===== src/rtl/dds_pkg.sv =====
package dds_pkg;
    typedef enum logic {
        ST_IDLE = 1'b0,
        ST_EMIT = 1'b1
    } state_e;

    localparam int WORD_W  = 32;
    localparam int END_BIT = 31;
endpackage


===== src/rtl/dds_req_check.sv =====
module dds_req_check #(
    parameter int ADDR_W      = 32,
    parameter int BLKS_W      = 16,
    parameter int BLK_BYTES   = 512,
    parameter int MAX_ENTRIES = 16,
    parameter int SEG_W       = 16,
    parameter int LEN_W       = BLKS_W + $clog2(BLK_BYTES)
) (
    input  logic [ADDR_W-1:0] addr,
    input  logic [BLKS_W-1:0] blocks,
    output logic [LEN_W-1:0]  len,
    output logic              reject
);
    localparam int HI_W   = ADDR_W + 1 - SEG_W;
    localparam int NEED_W = HI_W + 1;

    // Length: a shift when the block size is a power of two, else a multiply.
    generate
        if ((BLK_BYTES & (BLK_BYTES - 1)) == 0) begin : g_shift
            assign len = LEN_W'(blocks) << $clog2(BLK_BYTES);
        end else begin : g_mult
            assign len = LEN_W'(blocks) * LEN_W'(BLK_BYTES);
        end
    endgenerate

    logic [ADDR_W:0]   last_byte;
    logic [HI_W-1:0]   seg_first;
    logic [HI_W-1:0]   seg_last;
    logic [NEED_W-1:0] need;

    always_comb begin
        last_byte = {1'b0, addr} + (ADDR_W+1)'(len) - (ADDR_W+1)'(1);
        seg_last  = last_byte[ADDR_W:SEG_W];
        seg_first = HI_W'(addr[ADDR_W-1:SEG_W]);
        need      = NEED_W'(seg_last - seg_first) + NEED_W'(1);
        reject    = addr[0]
                  | (len == '0)
                  | (need > NEED_W'(MAX_ENTRIES));
    end
endmodule


===== src/rtl/dds_chunk_calc.sv =====
module dds_chunk_calc #(
    parameter int SEG_W = 16,
    parameter int LEN_W = 25
) (
    input  logic [SEG_W-1:0] seg_off,
    input  logic [LEN_W-1:0] remain,
    output logic [SEG_W:0]   chunk,
    output logic             last
);
    localparam int CMP_W = (LEN_W > SEG_W + 1) ? LEN_W : SEG_W + 1;

    logic [SEG_W:0]   room;
    logic [CMP_W-1:0] room_x;
    logic [CMP_W-1:0] rem_x;

    always_comb begin
        room   = ((SEG_W+1)'(1) << SEG_W) - (SEG_W+1)'(seg_off);
        room_x = CMP_W'(room);
        rem_x  = CMP_W'(remain);
        last   = (rem_x <= room_x);
        chunk  = last ? rem_x[SEG_W:0] : room;
    end
endmodule


===== src/rtl/dma_desc_splitter.sv =====
module dma_desc_splitter #(
    parameter int ADDR_W      = 32,
    parameter int BLKS_W      = 16,
    parameter int BLK_BYTES   = 512,
    parameter int MAX_ENTRIES = 16,
    parameter int SEG_W       = 16,
    localparam int IDX_W      = (MAX_ENTRIES > 1) ? $clog2(MAX_ENTRIES) : 1,
    localparam int NUM_W      = $clog2(MAX_ENTRIES + 1)
) (
    input  logic              clk,
    input  logic              rst_n,
    input  logic              req_valid,
    input  logic [ADDR_W-1:0] req_addr,
    input  logic [BLKS_W-1:0] req_blocks,
    output logic              busy,
    output logic              wr_en,
    output logic [IDX_W-1:0]  wr_idx,
    output logic [ADDR_W-1:0] wr_addr,
    output logic [31:0]       wr_word,
    output logic              done,
    output logic              error,
    output logic [NUM_W-1:0]  entry_total
);
    import dds_pkg::*;

    localparam int LEN_W = BLKS_W + $clog2(BLK_BYTES);
    localparam int PAD_W = WORD_W - 1 - (SEG_W + 1);

    typedef struct packed {
        state_e            state;
        logic [ADDR_W-1:0] addr;
        logic [LEN_W-1:0]  remain;
        logic [IDX_W-1:0]  idx;
        logic              done;
        logic              error;
        logic [NUM_W-1:0]  total;
    } regs_t;

    regs_t q, d;

    logic [LEN_W-1:0] req_len;
    logic             req_reject;
    logic [SEG_W:0]   chunk;
    logic             is_last;

    dds_req_check #(
        .ADDR_W(ADDR_W), .BLKS_W(BLKS_W), .BLK_BYTES(BLK_BYTES),
        .MAX_ENTRIES(MAX_ENTRIES), .SEG_W(SEG_W), .LEN_W(LEN_W)
    ) u_check (
        .addr   (req_addr),
        .blocks (req_blocks),
        .len    (req_len),
        .reject (req_reject)
    );

    dds_chunk_calc #(
        .SEG_W(SEG_W), .LEN_W(LEN_W)
    ) u_chunk (
        .seg_off (q.addr[SEG_W-1:0]),
        .remain  (q.remain),
        .chunk   (chunk),
        .last    (is_last)
    );

    always_comb begin
        d       = q;
        d.done  = 1'b0;
        d.error = 1'b0;
        case (q.state)
            ST_IDLE: begin
                if (req_valid) begin
                    if (req_reject) begin
                        d.error = 1'b1;
                        d.total = '0;
                    end else begin
                        d.state  = ST_EMIT;
                        d.addr   = req_addr;
                        d.remain = req_len;
                        d.idx    = '0;
                    end
                end
            end
            ST_EMIT: begin
                d.addr   = q.addr + ADDR_W'(chunk);
                d.remain = q.remain - LEN_W'(chunk);
                d.idx    = q.idx + IDX_W'(1);
                if (is_last) begin
                    d.state = ST_IDLE;
                    d.done  = 1'b1;
                    d.total = NUM_W'(q.idx) + NUM_W'(1);
                end
            end
            default: d.state = ST_IDLE;
        endcase
    end

    always_ff @(posedge clk) begin
        if (!rst_n) begin
            q.state  <= ST_IDLE;
            q.addr   <= '0;
            q.remain <= '0;
            q.idx    <= '0;
            q.done   <= 1'b0;
            q.error  <= 1'b0;
            q.total  <= '0;
        end else begin
            q <= d;
        end
    end

    assign busy        = (q.state != ST_IDLE);
    assign wr_en       = (q.state == ST_EMIT);
    assign wr_idx      = q.idx;
    assign wr_addr     = q.addr;
    assign wr_word     = {is_last, {PAD_W{1'b0}}, chunk};
    assign done        = q.done;
    assign error       = q.error;
    assign entry_total = q.total;
endmodule


===== config.mk =====
export PLATFORM = sky130hd
export DESIGN_NAME = dma_desc_splitter
export DESIGN_NICKNAME = d
export VERILOG_FILES = /design/src/rtl/dds_pkg.sv /design/src/rtl/dds_req_check.sv /design/src/rtl/dds_chunk_calc.sv /design/src/rtl/dma_desc_splitter.sv
export SDC_FILE = /design/constraint.sdc
export NUM_CORES = 1
export LEC_CHECK = 0
export ABC_AREA = 1
export BUFFER_PORTS_ARGS = -buffer_cell sky130_fd_sc_hd__clkbuf_2
export CORE_AREA = 2 2 148 150
export DETAILED_ROUTE_END_ITERATION = 10
export DIE_AREA = 0 0 150 152
export PLACE_DENSITY = 0.74
export SYNTH_ARGS = -nofsm -noshare
export SYNTH_HDL_FRONTEND = slang
export SYNTH_HIERARCHICAL = 1
export SYNTH_SLANG_ARGS = --single-unit

===== constraint.sdc =====
create_clock -name clk -period 5.2 [get_ports clk]
set_input_delay 0.52 -clock clk [delete_from_list [all_inputs] [get_ports clk]]
set_output_delay 0.52 -clock clk [all_outputs]
set_load 0.02 [all_outputs]

==> insert_results.sql <==
INSERT INTO impl_metrics (metric_group, metric, value, unit) VALUES
('run_status', 'status', 'finished clean', ''),
('yosys', 'post_synth_most_frequent_cells', 'sky130_fd_sc_hd__nand2_1 (524), sky130_fd_sc_hd__inv_1 (361), sky130_fd_sc_hd__nor2_1 (181), sky130_fd_sc_hd__nand3_1 (150), sky130_fd_sc_hd__ha_1 (131)', ''),
('placement', 'detailedPlace.worstSlack', '4.701', 'ps'),
('yosys', 'synthArstFlopShare', '0', '%'),
('global_route', 'grt_antenna_before_repair', '1', ''),
('flow_run', 'max-cap-violations', '0', ''),
('clock_tree', 'cts_inserted_buffers', '9', ''),
('global_route', 'wire_length_of_the_first_global_routing_pass', '55470', 'um'),
('yosys', 'ys_ff_latch', '69', ''),
('clock_tree', 'tritoncts', 'built', ''),
('timing', 'finalHoldViolations', '0', ''),
('worst_hold_path', 'timing.hold.worst_path_depth', '3', ''),
('worst_setup_path', 'required_time_reported_for_the_critical_path_endpoint', '5440', 'ps'),
('floorplanning', 'site_rows', '54', ''),
('clock_tree', 'cts-root-buf', 'sky130_fd_sc_hd__clkbuf_16', ''),
('yosys', 'post_synth_top_flop', 'sky130_fd_sc_hd__dfxtp_1', ''),
('yosys', 'yosys_top_cell_area_share', '17.22', '%'),
('floorplanning', 'die-width', '150', 'um'),
('worst_setup_path', 'critical_path_type', 'input port to flop', ''),
('timing', 'report.final.setup_viol', '0', ''),
('yosys', 'synthMostInstantiatedCell', 'sky130_fd_sc_hd__nand2_1', ''),
('worst_setup_path', 'ff2ff_path_depth', '29', ''),
('yosys', 'synth_cell_type_count', '54', ''),
('layout', 'nets', '2239', ''),
('global_route', 'grt_start_max_net_pins', '53', ''),
('timing', 'tightest_slew', '695.3', 'ps'),
('timing', 'achievable-frequency', '207.1', 'MHz'),
('global_route', 'number_of_global_route_vias_before_repair', '11240', ''),
('yosys', 'synth.top_cells.by_area', 'sky130_fd_sc_hd__nand2_1 (17%), sky130_fd_sc_hd__ha_1 (14%), sky130_fd_sc_hd__dfxtp_1 (12%), sky130_fd_sc_hd__inv_1 (12%), sky130_fd_sc_hd__nand3_1 (6.6%)', ''),
('yosys', 'postSynthAreaPerCell', '5.779', 'um2'),
('placement', 'dp.final_hpwl', '29440', 'um'),
('clock_tree', 'cts_sinks', '69', ''),
('yosys', 'number_of_flops_mapped_to_enable_cells_by_yosys', '0', ''),
('worst_setup_path', 'critPathLaunch', 'req_addr[14]', ''),
('placement', 'dp_cells', '2321', ''),
('layout', 'drive_gt1_share', '13.21', '%'),
('detailed_routing', 'detail-route-antenna-nets', '0', ''),
('detailed_routing', 'remaining_drc_errors', '0', ''),
('worst_hold_path', 'worst_hold_path_type', 'input port to flop', ''),
('worst_setup_path', 'r2r_start', 'wr_addr[1]$_SDFFE_PN0P_', ''),
('timing', 'period_needed', '4828', 'ps'),
('power', 'total_power', '2219', 'uW'),
('yosys', 'synth.largest_area_cell', 'sky130_fd_sc_hd__nand2_1', ''),
('worst_setup_path', 'endpoint_kind', 'flop', ''),
('worst_setup_path', 'cp_max_fo', '22', ''),
('yosys', 'yosys_warnings', '6', ''),
('layout', 'post-route-util', '57.73', '%'),
('floorplanning', 'core_area', '21350', 'um2'),
('power', 'power_density', '180.0', 'nW/um2'),
('power', 'p_leak', '0.007214', 'uW'),
('detailed_routing', 'via_per_inst', '5.289', ''),
('floorplanning', 'die-area', '22800', 'um2'),
('clock_tree', 'cts_max_path_buffers', '2', ''),
('placement', 'gp_routability_congestion', '1.004', ''),
('yosys', 'synthCells', '1976', ''),
('floorplanning', 'start_util', '53.49', '%'),
('power', 'vdd_drop_max', '170.6', 'uV'),
('detailed_routing', 'drt_wl_total', '35240', 'um'),
('layout', 'instances_no_fill', '2340', ''),
('detailed_routing', 'post_drt_wl_per_cell', '15.06', 'um'),
('detailed_routing', 'detailroute.via_count', '12380', ''),
('timing', 'report.final.slew_viol_count', '0', ''),
('timing', 'final.period_utilization', '92.85', '%'),
('floorplanning', 'die_y', '152', 'um'),
('clock_tree', 'holdBufCountCts', '0', ''),
('detailed_routing', 'detailedRoute.firstIterationViolations', '907', ''),
('yosys', 'share_of_the_yosys_chip_area_belonging_to_registers', '12.10', '%'),
('worst_setup_path', 'critPathLaunchType', 'input port', ''),
('worst_setup_path', 'path_depth', '32', ''),
('timing', 'grt_setup_unrepaired', 'yes', ''),
('worst_setup_path', 'cpMaxStageDelayCell', 'sky130_fd_sc_hd__fa_1', '');
through the flow:
stage	hold WS [ps]	instance area [um2]
6_report	485.1	12330
5_1_grt	475.3	12320
4_1_cts	475.4	12270
3_5_place_dp	489.6	11990
3_3_place_gp	478.6	11990
2_1_floorplan	462.0	11500
power breakdown:
group | switching [uW] | internal, uW | total, uW | leakage (uW)
Combinational | 665 | 416 | 1080 | 0.00652
Clock | 268 | 337 | 606 | 0.000136
Sequential | 1.91 | 531 | 533 | 0.000557
state kept, by name, indices dropped and copies added, names as in the netlist:
name,cells
wr_addr,32
q,25
entry_total,5
wr_idx,4
busy,1
done,1
error,1
layer usage:
metal	share of wire (%)	global-route usage (%)
met5	0	0
met4	4.2	12.98
met3	5.4	4.354
met2	48	52.03
met1	43	37.51
worst register-to-register path: cells and delay by family, from the launching register on:
family                   cells  cell delay, ps
AND/OR/NAND/NOR             19            2530
adder cells (fa/ha/maj)      3             800
flip-flops                   1             370
buffers and inverters        5             440
AO/OA/AOI/OAI                2             540
logic make-up after synthesis:
logic type | Yosys count | synth area share [%]
flip-flops | 69 | 12.10
other | 2 | 0.06576
AO/OA/AOI/OAI | 299 | 15.49
adder cells (fa/ha/maj) | 134 | 14.88
AND/OR/NAND/NOR | 964 | 36.44
buffers and inverters | 483 | 19.11
XOR/XNOR | 25 | 1.917
final cells by class:
type / instances / area [um2] / area share (%)
multi-input cells: 1445 / 7975 / 64.70
inverters: 370 / 1389 / 11.27
flip-flops and latches: 69 / 1383 / 11.22
repair buffers: 159 / 948.4 / 7.695
well taps: 280 / 350.3 / 2.842
clock buffers: 11 / 242.7 / 1.969
clock inverters: 5 / 35.03 / 0.2842
diodes: 1 / 2.502 / 0.02030
worst paths after layout:
| path | slack [ps] | to |
|---|---|---|
| max | 370 | q[18]$_SDFFE_PN0P_ |
| min | 490 | error$_SDFF_PP0_ |
| max reg2reg | 450 | wr_addr[20]$_SDFFE_PN0P_ |
| min reg2reg | 500 | q[11]$_SDFFE_PN0P_ |
cells in the final DEF, fill, tap and decap left out, types with 11 or more instances in the layout:
master and n:
sky130_fd_sc_hd__inv_1 361, sky130_fd_sc_hd__clkbuf_2 113, sky130_fd_sc_hd__o21bai_1 14, sky130_fd_sc_hd__nand4_1 22
sky130_fd_sc_hd__nand3_1 149, sky130_fd_sc_hd__a21oi_1 120, sky130_fd_sc_hd__buf_4 43, sky130_fd_sc_hd__nor2_2 15
sky130_fd_sc_hd__nor2_1 179, sky130_fd_sc_hd__xor2_1 20, sky130_fd_sc_hd__o21ai_1 13, sky130_fd_sc_hd__nand2_2 23
sky130_fd_sc_hd__o21ai_0 81, sky130_fd_sc_hd__dfxtp_1 68, sky130_fd_sc_hd__nand2_1 523, sky130_fd_sc_hd__nor3_1 16
sky130_fd_sc_hd__conb_1 23, sky130_fd_sc_hd__a21oi_2 11, sky130_fd_sc_hd__ha_1 129
timing repair:
item / in CTS / in global routing
buffers inserted: 0 / 2
hold endpoints to repair: 0 / 0
gates resized for setup: 0 / 10
endpoints found under the setup margin: 0 / 41
Power figures use the tool's default switching activity.
